$ cat src/rtl/tlb_pkg.sv
`timescale 1ns/1ps
package tlb_pkg;
  localparam int VA_W  = 32;
  localparam int PA_W  = 30;
  localparam int OFF_W = 12;
  localparam int VPN_W = VA_W - OFF_W;
  localparam int PPN_W = PA_W - OFF_W;

  // table entry bit positions, decoded by the walker
  localparam int PTE_PRESENT = 31;
  localparam int PTE_DIRTY   = 30;
  localparam int PTE_REF     = 29;
  localparam int PTE_WR_OK   = 28;
  localparam int PTE_RD_OK   = 27;

  typedef struct packed {
    logic             dirty;
    logic             refd;
    logic             can_wr;
    logic             can_rd;
    logic [PPN_W-1:0] ppn;
  } tlb_ent_t;

  typedef enum logic [1:0] {
    WK_IDLE  = 2'd0,
    WK_ADDR  = 2'd1,
    WK_DATA  = 2'd2,
    WK_FAULT = 2'd3
  } wk_state_t;
endpackage

$ cat src/rtl/tlb_lru.sv
`timescale 1ns/1ps
module tlb_lru #(
  parameter int N  = 16,
  parameter int IW = 4
) (
  input  logic          clk,
  input  logic          rst_n,
  input  logic          touch_en,
  input  logic [IW-1:0] touch_idx,
  input  logic [N-1:0]  vld_vec,
  output logic [IW-1:0] victim
);
  localparam logic [IW-1:0] OLDEST = IW'(N - 1);

  // age 0 = most recent; ages form a permutation of 0..N-1
  logic [IW-1:0] age_q [N];

  always_ff @(posedge clk or negedge rst_n) begin
    if (!rst_n) begin
      for (int i = 0; i < N; i++) age_q[i] <= IW'(i);
    end else if (touch_en) begin
      for (int i = 0; i < N; i++) begin
        if (IW'(i) == touch_idx)             age_q[i] <= '0;
        else if (age_q[i] < age_q[touch_idx]) age_q[i] <= age_q[i] + 1'b1;
      end
    end
  end

  always_comb begin
    logic found;
    found  = 1'b0;
    victim = '0;
    for (int i = 0; i < N; i++) begin
      if (!vld_vec[i] && !found) begin
        victim = IW'(i);
        found  = 1'b1;
      end
    end
    if (!found) begin
      for (int i = 0; i < N; i++) begin
        if (age_q[i] == OLDEST) victim = IW'(i);
      end
    end
  end

  AST_VICTIM_EMPTY_FIRST: assert property (@(posedge clk) disable iff (!rst_n)
    (~vld_vec != '0) |-> !vld_vec[victim]);
endmodule

$ cat src/rtl/tlb_array.sv
`timescale 1ns/1ps
module tlb_array
  import tlb_pkg::*;
#(
  parameter int N  = 16,
  parameter int IW = 4
) (
  input  logic             clk,
  input  logic             rst_n,
  input  logic             flush,
  input  logic [VPN_W-1:0] lk_vpn,
  output logic             hit,
  output logic [IW-1:0]    hit_idx,
  output tlb_ent_t         hit_ent,
  input  logic             upd_en,
  input  logic             upd_dirty,
  input  logic             ins_en,
  input  logic [IW-1:0]    ins_idx,
  input  logic [VPN_W-1:0] ins_vpn,
  input  tlb_ent_t         ins_ent,
  output logic [N-1:0]     vld_vec,
  output logic [N-1:0]     dirty_vec,
  output logic [N-1:0]     ref_vec
);
  logic [N-1:0]     vld_q;
  logic [VPN_W-1:0] tag_q [N];
  tlb_ent_t         ent_q [N];
  logic [N-1:0]     match;

  for (genvar g = 0; g < N; g++) begin : g_slot
    assign match[g]     = vld_q[g] && (tag_q[g] == lk_vpn);
    assign dirty_vec[g] = ent_q[g].dirty;
    assign ref_vec[g]   = ent_q[g].refd;
  end

  assign vld_vec = vld_q;
  assign hit     = |match;

  always_comb begin
    hit_idx = '0;
    for (int i = 0; i < N; i++) begin
      if (match[i]) hit_idx = IW'(i);
    end
  end

  assign hit_ent = ent_q[hit_idx];

  always_ff @(posedge clk or negedge rst_n) begin
    if (!rst_n) begin
      vld_q <= '0;
      for (int i = 0; i < N; i++) begin
        tag_q[i] <= '0;
        ent_q[i] <= '0;
      end
    end else begin
      for (int i = 0; i < N; i++) begin
        if (flush)                              vld_q[i] <= 1'b0;
        else if (ins_en && ins_idx == IW'(i))  vld_q[i] <= 1'b1;
        if (ins_en && ins_idx == IW'(i)) begin
          tag_q[i] <= ins_vpn;
          ent_q[i] <= ins_ent;
        end else if (upd_en && hit_idx == IW'(i)) begin
          ent_q[i].refd <= 1'b1;
          if (upd_dirty) ent_q[i].dirty <= 1'b1;
        end
      end
    end
  end

  AST_FLUSH_EMPTIES: assert property (@(posedge clk) disable iff (!rst_n)
    flush |=> (vld_vec == '0));
  AST_SINGLE_MATCH: assert property (@(posedge clk) disable iff (!rst_n)
    $onehot0(match));
endmodule

$ cat src/rtl/tlb_walker.sv
`timescale 1ns/1ps
module tlb_walker
  import tlb_pkg::*;
(
  input  logic             clk,
  input  logic             rst_n,
  input  logic             start,
  input  logic [VPN_W-1:0] start_vpn,
  input  logic [VA_W-1:0]  ptbr,
  output logic             mem_rd_valid,
  input  logic             mem_rd_ready,
  output logic [VA_W-1:0]  mem_rd_addr,
  input  logic             mem_rd_data_valid,
  input  logic [31:0]      mem_rd_data,
  input  logic             req_fire,
  input  logic             fault_ack,
  output logic             in_idle,
  output logic             fault_pend,
  output logic             walked,
  output logic             ins_en,
  output logic [VPN_W-1:0] ins_vpn,
  output tlb_ent_t         ins_ent
);
  wk_state_t        state_q;
  logic [VPN_W-1:0] vpn_q;
  logic             walked_q;
  logic             unused_pte_bits;

  assign in_idle      = (state_q == WK_IDLE);
  assign fault_pend   = (state_q == WK_FAULT);
  assign walked       = walked_q;
  assign mem_rd_valid = (state_q == WK_ADDR);
  assign mem_rd_addr  = ptbr + VA_W'({vpn_q, 2'b00});
  assign ins_en       = (state_q == WK_DATA) && mem_rd_data_valid && mem_rd_data[PTE_PRESENT];
  assign ins_vpn      = vpn_q;
  assign ins_ent      = '{dirty:  mem_rd_data[PTE_DIRTY],
                          refd:   mem_rd_data[PTE_REF],
                          can_wr: mem_rd_data[PTE_WR_OK],
                          can_rd: mem_rd_data[PTE_RD_OK],
                          ppn:    mem_rd_data[PPN_W-1:0]};
  assign unused_pte_bits = ^mem_rd_data[PTE_RD_OK-1:PPN_W];

  always_ff @(posedge clk or negedge rst_n) begin
    if (!rst_n) begin
      state_q  <= WK_IDLE;
      vpn_q    <= '0;
      walked_q <= 1'b0;
    end else begin
      if (ins_en)        walked_q <= 1'b1;
      else if (req_fire) walked_q <= 1'b0;
      unique case (state_q)
        WK_IDLE: if (start) begin
          state_q <= WK_ADDR;
          vpn_q   <= start_vpn;
        end
        WK_ADDR: if (mem_rd_ready) state_q <= WK_DATA;
        WK_DATA: if (mem_rd_data_valid)
          state_q <= mem_rd_data[PTE_PRESENT] ? WK_IDLE : WK_FAULT;
        WK_FAULT: if (fault_ack) state_q <= WK_IDLE;
        default: state_q <= WK_IDLE;
      endcase
    end
  end

  AST_ADDR_HOLDS: assert property (@(posedge clk) disable iff (!rst_n)
    mem_rd_valid && !mem_rd_ready |=> mem_rd_valid && $stable(mem_rd_addr));
  AST_ABSENT_TO_FAULT: assert property (@(posedge clk) disable iff (!rst_n)
    (state_q == WK_DATA) && mem_rd_data_valid && !mem_rd_data[PTE_PRESENT] |=> fault_pend);
endmodule

$ cat src/rtl/tlb_xlate.sv
`timescale 1ns/1ps
module tlb_xlate
  import tlb_pkg::*;
#(
  parameter int ENTRIES = 16
) (
  input  logic        clk,
  input  logic        rst_n,
  input  logic        flush,
  input  logic [31:0] ptbr,
  input  logic        req_valid,
  output logic        req_ready,
  input  logic [31:0] req_vaddr,
  input  logic        req_write,
  output logic        rsp_valid,
  input  logic        rsp_ready,
  output logic [29:0] rsp_paddr,
  output logic        rsp_hit,
  output logic        rsp_fault,
  output logic        rsp_prot,
  output logic        rsp_dirty,
  output logic        rsp_ref,
  output logic        mem_rd_valid,
  input  logic        mem_rd_ready,
  output logic [31:0] mem_rd_addr,
  input  logic        mem_rd_data_valid,
  input  logic [31:0] mem_rd_data
);
  localparam int IW = (ENTRIES > 1) ? $clog2(ENTRIES) : 1;

  logic [VPN_W-1:0] req_vpn;
  logic             hit, allowed, lk_ok, start, req_fire, upd_en;
  logic [IW-1:0]    hit_idx, victim, touch_idx;
  tlb_ent_t         hit_ent, ins_ent;
  logic             in_idle, fault_pend, walked, ins_en;
  logic [VPN_W-1:0] ins_vpn;
  logic [ENTRIES-1:0] vld_vec, dirty_vec, ref_vec;

  assign req_vpn   = req_vaddr[VA_W-1:OFF_W];
  assign allowed   = req_write ? hit_ent.can_wr : hit_ent.can_rd;
  assign lk_ok     = in_idle && req_valid && hit;
  assign start     = in_idle && req_valid && !hit;

  assign rsp_valid = lk_ok || fault_pend;
  assign rsp_hit   = lk_ok && !walked;
  assign rsp_fault = fault_pend;
  assign rsp_prot  = lk_ok && !allowed;
  assign rsp_dirty = lk_ok && hit_ent.dirty;
  assign rsp_ref   = lk_ok && hit_ent.refd;
  assign rsp_paddr = lk_ok ? {hit_ent.ppn, req_vaddr[OFF_W-1:0]} : '0;

  assign req_ready = rsp_valid && rsp_ready;
  assign req_fire  = req_valid && req_ready;
  assign upd_en    = req_fire && lk_ok && allowed;
  assign touch_idx = ins_en ? victim : hit_idx;

  tlb_array #(.N(ENTRIES), .IW(IW)) i_array (
    .clk, .rst_n, .flush,
    .lk_vpn    (req_vpn),
    .hit, .hit_idx, .hit_ent,
    .upd_en,
    .upd_dirty (req_write),
    .ins_en,
    .ins_idx   (victim),
    .ins_vpn, .ins_ent,
    .vld_vec, .dirty_vec, .ref_vec
  );

  tlb_lru #(.N(ENTRIES), .IW(IW)) i_lru (
    .clk, .rst_n,
    .touch_en  (upd_en || ins_en),
    .touch_idx,
    .vld_vec,
    .victim
  );

  tlb_walker i_walker (
    .clk, .rst_n, .start,
    .start_vpn (req_vpn),
    .ptbr,
    .mem_rd_valid, .mem_rd_ready, .mem_rd_addr,
    .mem_rd_data_valid, .mem_rd_data,
    .req_fire,
    .fault_ack (rsp_ready),
    .in_idle, .fault_pend, .walked,
    .ins_en, .ins_vpn, .ins_ent
  );

  AST_NO_ACCEPT_IN_WALK: assert property (@(posedge clk) disable iff (!rst_n)
    mem_rd_valid |-> !req_ready);
  AST_RETRY_AFTER_FILL: assert property (@(posedge clk) disable iff (!rst_n)
    ins_en && !flush |=> rsp_valid && !rsp_hit && !rsp_fault);
  AST_FAULT_KEEPS_SET: assert property (@(posedge clk) disable iff (!rst_n)
    rsp_fault && !flush |=> $stable(vld_vec));
  AST_PROT_KEEPS_FLAGS: assert property (@(posedge clk) disable iff (!rst_n)
    rsp_prot |=> $stable(dirty_vec) && $stable(ref_vec));
  AST_WRITE_MARKS_DIRTY: assert property (@(posedge clk) disable iff (!rst_n)
    req_fire && lk_ok && !rsp_prot && req_write |=> dirty_vec[$past(hit_idx)]);
  AST_RSP_HELD: assert property (@(posedge clk) disable iff (!rst_n)
    rsp_valid && !rsp_ready && !flush |=> rsp_valid);
endmodule

$ cat config.mk
export PLATFORM = sky130hd
export DESIGN_NAME = tlb_xlate
export DESIGN_NICKNAME = d
export VERILOG_FILES = /design/src/rtl/tlb_pkg.sv /design/src/rtl/tlb_lru.sv /design/src/rtl/tlb_array.sv /design/src/rtl/tlb_walker.sv /design/src/rtl/tlb_xlate.sv
export SDC_FILE = /design/constraint.sdc
export NUM_CORES = 2
export LEC_CHECK = 0
export BUFFER_PORTS_ARGS = -buffer_cell sky130_fd_sc_hd__buf_4
export CORE_UTILIZATION = 41
export DETAILED_ROUTE_END_ITERATION = 12
export PLACE_DENSITY = 0.62
export SLEW_MARGIN = 25
export SYNTH_ARGS = -nofsm -noshare
export SYNTH_HDL_FRONTEND = slang
export SYNTH_SLANG_ARGS = --single-unit
$ cat constraint.sdc
create_clock -name clk -period 5.7 [get_ports clk]
set_input_delay 0.285 -clock clk [delete_from_list [all_inputs] [get_ports clk]]
set_output_delay 0.285 -clock clk [all_outputs]
set_load 0.02 [all_outputs]
## Word-level counts from Yosys, hierarchy flattened

Index checks and enable logic that the tools add are counted.

- Register bits: 775
- Logic and storage cells: 643

- Reduce and logical (&&, ||, !) cells: 214
- Multiplexer cells: 177
- Equal/unequal tests: 84
- $lt $le $gt $ge: 18
- Bitwise gates (word level): 2
- Add/subtract/negate cells: 17

Operators with widths:

| cell | count |
|---|---|
| $eq A20 B20 Y1 | 16 |
| $mux W4 | 74 |
| $reduce_bool A2 Y1 | 65 |
| $eq A4 B4 Y1 const B | 32 |
| $bmux W22 S4 | 1 |
| $mux W2 | 39 |
| $logic_and A1 B1 Y1 | 76 |
| $reduce_and A2 Y1 | 33 |
| $add A4 B1 Y4 const B | 16 |
| $lt A4 B4 Y1 | 16 |
| $mux W1 | 54 |
| $mux W22 | 2 |
| $add A32 B22 Y32 | 1 |
| $eq A4 B3 Y1 const B | 8 |
| $eq A4 B4 Y1 const A | 8 |
| $logic_not A1 Y1 | 32 |
| $mux W30 | 1 |
| $bmux W4 S4 | 1 |
| $eq A3 B4 Y1 const A | 4 |
| $eq A4 B2 Y1 const B | 4 |
| $reduce_or A16 Y1 | 1 |
| $logic_not A4 Y1 | 3 |
| $mux W3 | 4 |
| $ge A5 B5 Y1 const B | 2 |
| other kinds (12) | 19 |

## Depth between registers and ports, before layout

- Depth in word-level cells: 70
- Mapped depth: 24

## Hierarchy

A second synthesis with hierarchy kept.

- Cells, all modules: 3911
- Area, all modules: 43284.0 µm²

Modules (own cells, without submodules):

| module | cells an instance | area an instance (µm²) | instances | seq. area each (µm²) |
|---|---|---|---|---|
| tlb_array | 2940 | 34717.0 | 1 | 17216.5 |
| tlb_lru | 634 | 5733.0 | 1 | 1641.6 |
| tlb_walker | 285 | 2467.4 | 1 | 575.6 |
| tlb_xlate | 52 | 366.6 | 1 | 0.0 |

## Least setup slack after synthesis

Ideal clock, no wire load.

- Path type: input -> register
- From: in req_vaddr[23]
- To: reg i_lru.age_q[31] (netlist name)
- Path buffers: 3
- Path slack: -0.200 ns
- Arrival: 5.836 ns
- Cell stages on the path: 22
- Required time: 5.636 ns
- Path through: buf_4 xor2_1 nor4_1 nand4_1 or4_4 and3_4 a2111o_1 nand4_2 and2_1 buf_4 clkbuf_1 o21ai_0 nand2_1 o21ai_0 mux2_2 o21ai_0 ha_1 and3_1 o41ai_2 nand2_1 or4_1 nand3_1

- Word-level cells in the longest chain between the ends: 25
- Elaborated cells on any way between the ends: 70
- Classes of those cells: order compare (1); eq/ne (17); mux (24); bitwise (2); reduce/logical (26)

Ends and longest elaborated chain:

| item | line | source |
|---|---|---|
| start, declared | tlb_xlate.sv:13 | `input logic [31:0] req_vaddr,` |
| $eq A20 B20 Y1 | tlb_array.sv:31 | `assign match[g] = vld_q[g] && (tag_q[g] == lk_vpn);` |
| $logic_and A1 B1 Y1 | tlb_array.sv:31 |  |
| $mux W1 | tlb_array.sv:42 | `if (match[i]) hit_idx = IW'(i);` |
| $mux W4 (14 in series) | tlb_array.sv:42 |  |
| $mux W4 / $not A4 Y5 (equally long branches) | tlb_xlate.sv:55, tlb_array.sv:46 |  |
| $not A4 Y5 (not written as such) / $bmux W22 S4 (equally long branches) | tlb_lru.sv:24, tlb_array.sv:46 |  |
| $bmux W4 S4 / $mux W22 (equally long branches) | tlb_lru.sv:24, tlb_array.sv:46 |  |
| $mux W4 (not written as such) / $mux W22 (equally long branches) | tlb_lru.sv:24, tlb_array.sv:46 |  |
| $mux W4 (not written as such) / $mux W1 (equally long branches) | tlb_lru.sv:24, tlb_xlate.sv:40 |  |
| $lt A4 B4 Y1 / $logic_and A1 B1 Y1 (equally long branches) | tlb_lru.sv:24, tlb_xlate.sv:54 |  |
| $reduce_bool A2 Y1 (no source line) / $logic_or A1 B1 Y1 (equally long branches) | - |  |
| $reduce_and A2 Y1 (no source line) | - |  |
| end signal, assigned by index | tlb_lru.sv:23 | `if (IW'(i) == touch_idx) age_q[i] <= '0;` |
| end, declared | tlb_lru.sv:16 | `logic [IW-1:0] age_q [N];` |

Parallel ways exist; a longest one is shown, timed or not. The select of a mux whose other input is x is not followed.
A chain may end at the register's enable or synchronous reset.

## Worst setup path after layout

- From: in req_vaddr[16]
- To: out rsp_prot

- Word-level cells in the longest chain between the ends: 24
- Elaborated cells on any way between the ends: 56
- Classes of those cells: eq/ne (16); mux (19); bitwise (1); reduce/logical (20)

Ends and longest elaborated chain:

| item | line | source |
|---|---|---|
| $eq A20 B20 Y1 | tlb_array.sv:31 |  |
| $logic_and A1 B1 Y1 | tlb_array.sv:31 |  |
| $mux W1 | tlb_array.sv:42 |  |
| $mux W4 (14 in series) | tlb_array.sv:42 |  |
| $not A4 Y5 (not written as such) | tlb_array.sv:46 | `assign hit_ent = ent_q[hit_idx];` |
| $bmux W22 S4 | tlb_array.sv:46 |  |
| $mux W22 (not written as such) (2 in series) | tlb_array.sv:46 |  |
| $mux W1 | tlb_xlate.sv:40 | `assign allowed = req_write ? hit_ent.can_wr : hit_ent.can_rd;` |
| $logic_not A1 Y1 | tlb_xlate.sv:47 | `assign rsp_prot = lk_ok && !allowed;` |
| $logic_and A1 B1 Y1 * | tlb_xlate.sv:47 |  |
| end, declared | tlb_xlate.sv:20 | `output logic rsp_prot,` |

Every way passes the cells marked *; elsewhere a longest branch is shown, timed or not. The select of a mux whose other input is x is not followed.

==> results.txt <==
----------------------------------------------------
[Worst setup path]
  Critical path peak fanout ... 27
  Type of origin of the critical path ... input pin
  Crit path capture type ... output port
  Cell family with the largest share of critical-path delay ... buffers and inverters
  Cells along the critical path ... dlygate4sd3_1 -> buf_4 -> buf_4 -> xnor2_1 -> nand4_1 -> nor4_1 -> nand4_1 -> nand4_1 -> buf_4 -> o21ai_0 -> a221o_1 -> a221oi_2 -> a22o_1 -> nor2b_1 -> buf_4 -> buf_4
  Start-to-end type of the worst setup path ... input pin to output port
  Number of buffer and inverter instances along the worst setup path ... 6
  Data arrival at the endpoint of the critical path ... 5.17 ns
  Most frequent cell on the critical path ... sky130_fd_sc_hd__buf_4
  Delay contributed by the slowest stage of the critical path ... 0.54 ns
  Slowest stage cell, crit path ... sky130_fd_sc_hd__nand4_1
  Data required time of the worst path ... 5.41 ns

[Pwr]
  Pwr/cell area ... 342 nW/um^2
  Relative contribution of combinational cells to total power ... 27.5%
  Maximum VDD drop ... 0.293 mV
  Leakage component of the power ... 0.0227 uW
  Proportion of power drawn by the clock network ... 34.1%
  Switching part of the total power ... 33.6%
  Portion of total power attributed to sequential cells ... 38.3%
  Net switching power of the design ... 5650 uW
  Internal Dissipation ... 11200 uW

[Route]
  Top routing layer used ... met5
  WL per Instance ... 23.3 um
  Overall via count from detail_route ... 31400
  Length of routed met3 wiring ... 7.72 mm
  Remaining antenna violation count ... 0
  Total wire length after detailed routing ... 127 mm
  Drc violations ... 0
  Pre-Repair DR Iteration Count ... 8
  Initial drt markers ... 2712
  M1 wire length ... 57.1 mm
  Average vias per placed instance ... 5.76
  Length of routed met2 wiring ... 58.3 mm

[Logic synthesis]
  Prevailing post-synth register cell ... sky130_fd_sc_hd__dfrtp_1
  Cell area after synthesis ... 41900 um^2
  Most common cell in the synthesized netlist ... sky130_fd_sc_hd__dfrtp_1
  Asr flop ratio synth ... 100%
  Post-synth net total ... 3953
  Cell type with the highest aggregate area in the netlist ... sky130_fd_sc_hd__dfrtp_1
  Area share of the largest cell type after synthesis ... 44.4%
  Post-synthesis cell type count ... 94
  Mapped Cells ... 3764
  Count of flip-flops with a built-in enable after synthesis ... 0
  Ranking of synthesized cells by area ... sky130_fd_sc_hd__dfrtp_1, sky130_fd_sc_hd__mux2_2, sky130_fd_sc_hd__xnor2_1
  Post-Syn Area per Cell ... 11.1 um^2
  List of most frequent post-synthesis cells ... sky130_fd_sc_hd__dfrtp_1, sky130_fd_sc_hd__mux2_2, sky130_fd_sc_hd__xnor2_1, sky130_fd_sc_hd__nor2_1, sky130_fd_sc_hd__a21oi_1
  Post-synthesis sequential element count ... 775
  Synth warn ... 0
  Sequential fraction of the synthesis area ... 46.4%

[Finish]
  Finished Cell Area ... 49200 um^2
  Fraction of layout cells with a size suffix above 1 ... 31.4%
  Count of placed standard cells in the final layout, fillers left out ... 5456
  Area growth from synthesis to layout ... 17.5%
  Nets@finish ... 4216
  Fill count ... 9167

[Global route]
  Number of global-route vias before repair ... 31100
  Pin count of the biggest net entering global routing ... 173
  Total routing resource utilization after global routing ... 24.7%
  Global-route wire length before repair ... 195 mm
  Number of antenna violations at the first check in global routing ... 5
  Remaining global-route overflow ... 0

[Timing]
  Setup_tns ... 0 ns
  Transition time at the pin with the least slew margin ... 1.07 ns
  RSZ-0062 raised after global routing ... yes
  Final count of pins violating max slew ... 0
  Fmax ... 183 MHz
  Minimum clock period after layout ... 5.46 ns
  Worst relative slew slack ... 28.9%
  Worst clock skew on the final layout ... 0.0559 ns
  Final count of hold timing violations ... 0
  Final setup vio count ... 0
  Final cycle utilization of the critical path ... 95.7%

[Placement]
  Number of port buffers ... 160
  Area of placed instances ... 45900 um^2
  Post-Place Cells ... 5260
  HPWL after detailed placement ... 81.6 mm
  Placer's final routability congestion estimate ... 0.878

[Flow run]
  Number of max-cap violations ... 0

[Clocking]
  Total number of H-tree levels ... 3
  Clock latency of the later-clocked register in the worst-skew pair ... 0.68 ns
  Register clock-pin slew on the reported worst setup and hold paths ... 0.06 ns
  Clock buffer count from CTS ... 88
  CTS tree ... yes
  Clock sink count ... 775
  Root buffer selected by CTS ... sky130_fd_sc_hd__clkbuf_16
  Maximum number of buffers from clock root to sink ... 3

[Floorplan]
  Die height ... 322 um
  Initial cell density of the core ... 41.6%
  Area of the die ... 103000 um^2
  I/O pin count ... 174
  Die W ... 322 um
  Standard cell core area ... 101000 um^2
  Standard-cell rows ... 116

[Outcome]
  Status ... completed

[Worst hold path]
  Class of the tightest hold or removal check ... input pin to flop

----------------------------------------------------
==> layout by cell type (no fill, tap or decap), types with 21 or more instances in the layout <==
master and count:
sky130_fd_sc_hd__xor2_1 91, sky130_fd_sc_hd__nor2_1 188, sky130_fd_sc_hd__nor3_1 39, sky130_fd_sc_hd__mux2_2 652, sky130_fd_sc_hd__or4_1 21, sky130_fd_sc_hd__buf_12 33, sky130_fd_sc_hd__and2_1 32, sky130_fd_sc_hd__and3_1 28
sky130_fd_sc_hd__a21oi_1 190, sky130_fd_sc_hd__clkbuf_16 89, sky130_fd_sc_hd__xnor2_1 250, sky130_fd_sc_hd__a31oi_1 29, sky130_fd_sc_hd__a21o_1 41, sky130_fd_sc_hd__nand3_1 113, sky130_fd_sc_hd__ha_1 84, sky130_fd_sc_hd__mux2i_1 87
sky130_fd_sc_hd__dlygate4sd3_1 32, sky130_fd_sc_hd__clkbuf_8 24, sky130_fd_sc_hd__inv_1 92, sky130_fd_sc_hd__nand2_1 162, sky130_fd_sc_hd__dfstp_2 32, sky130_fd_sc_hd__buf_4 340, sky130_fd_sc_hd__dfrtp_1 742, sky130_fd_sc_hd__o21ai_0 162
sky130_fd_sc_hd__nor4_1 47, sky130_fd_sc_hd__nand4_1 110, sky130_fd_sc_hd__o211ai_1 23
==> metal layers <==
metal | up-vias | track usage [%]
li1 | 14200 | -
met1 | 16100 | 34.8
met2 | 929 | 39.0
met3 | 244 | 3.38
met4 | 4 | 7.94
met5 | - | 0
==> cell type report <==
| type | instances | area (um^2) | share of cell area (%) |
|---|---|---|---|
| Antenna cell | 1 | 2.50 | 0.00509 |
| Clock buffer | 130 | 2620 | 5.33 |
| Clock inverter | 31 | 325 | 0.661 |
| Inverter | 93 | 349 | 0.710 |
| Multi-Input combinational cell | 2662 | 21200 | 43.1 |
| Sequential cell | 775 | 19400 | 39.5 |
| Tap cell | 1357 | 1700 | 3.45 |
| Timing Repair Buffer | 407 | 3560 | 7.24 |
==> what timing repair did <==
action	4_1_cts	5_1_grt
hold buffers	32	0
endpoints found under the hold margin	427	0
buffers inserted	0	1
endpoints found under the setup margin	0	54
gates resized for setup	0	6
==> registers in the layout, indices dropped and copies added (netlist names) <==
signal             count
i_array.dirty_vec     16
i_array.ent_q        320
i_array.ref_vec       16
i_array.tag_q        320
i_array.vld_vec       16
i_lru.age_q           64
i_walker.ins_vpn      20
i_walker.state_q       2
i_walker.walked        1
==> tightest hold or removal path, cell delays in order <==
cell and delay, ns:
sky130_fd_sc_hd__buf_4 0.10, sky130_fd_sc_hd__and2_1 0.14, sky130_fd_sc_hd__nand2_1 0.07, sky130_fd_sc_hd__nand2_1 0.06, sky130_fd_sc_hd__nand2_1 0.04
==> power by group through the flow <==
stage          logic (uW)  registers [uW]  clock network [uW]
5_1_grt              5000            6500                6050
6_report             4630            6440                5730
3_5_place_dp         4550            6530                   0
3_3_place_gp         4470            6510                   0
2_1_floorplan        2600            6410                   0
4_1_cts              4600            6430                5850
==> cells by family (layout without fill, tap and decap cells) <==
logic type	after synthesis	after routing	synth area share, %
flops	775	775	46.4
simple gates	869	869	10.7
fa+ha+maj	85	85	2.56
xor+xnor	341	341	7.13
mux	740	740	19.6
compound gates	627	627	10.1
other cells	0	1	0
buf+inv	327	661	3.47
==> per-stage QoR <==
stage | hold WS, ns | power, uW | worst slack [ns] | utilization, %
final | 0.0736 | 16800 | 0.244 | 48.9
after global routing | 0.0943 | 17600 | 0.00405 | 48.9
after CTS | 0.0303 | 16900 | 0.105 | 48.8
after detailed placement | 0.388 | 11100 | 0.178 | 45.6
after global placement | 0.391 | 11000 | 0.162 | 45.6
after floorplan | -0.0106 | 9010 | 0.0502 | -
==> final timing paths <==
| path | depth (start not counted) | from | slack [ns] | end |
|---|---|---|---|---|
| worst max register to register | 20 | i_array.tag_q[272] | 0.28 | i_lru.age_q[31] |
| min in group asynchronous | 2 | rst_n | 0.25 | i_lru.age_q[54] |
| worst max-delay path | 16 | req_vaddr[16] | 0.24 | rsp_prot |
| max in group asynchronous | 3 | rst_n | 3.89 | i_array.ent_q[75] |
| worst min-delay path | 5 | rsp_ready | 0.07 | i_walker.walked |
| worst min register to register | 2 | i_walker.walked | 0.48 | i_walker.walked |
No activity file was read; power rests on OpenSTA's default activity.
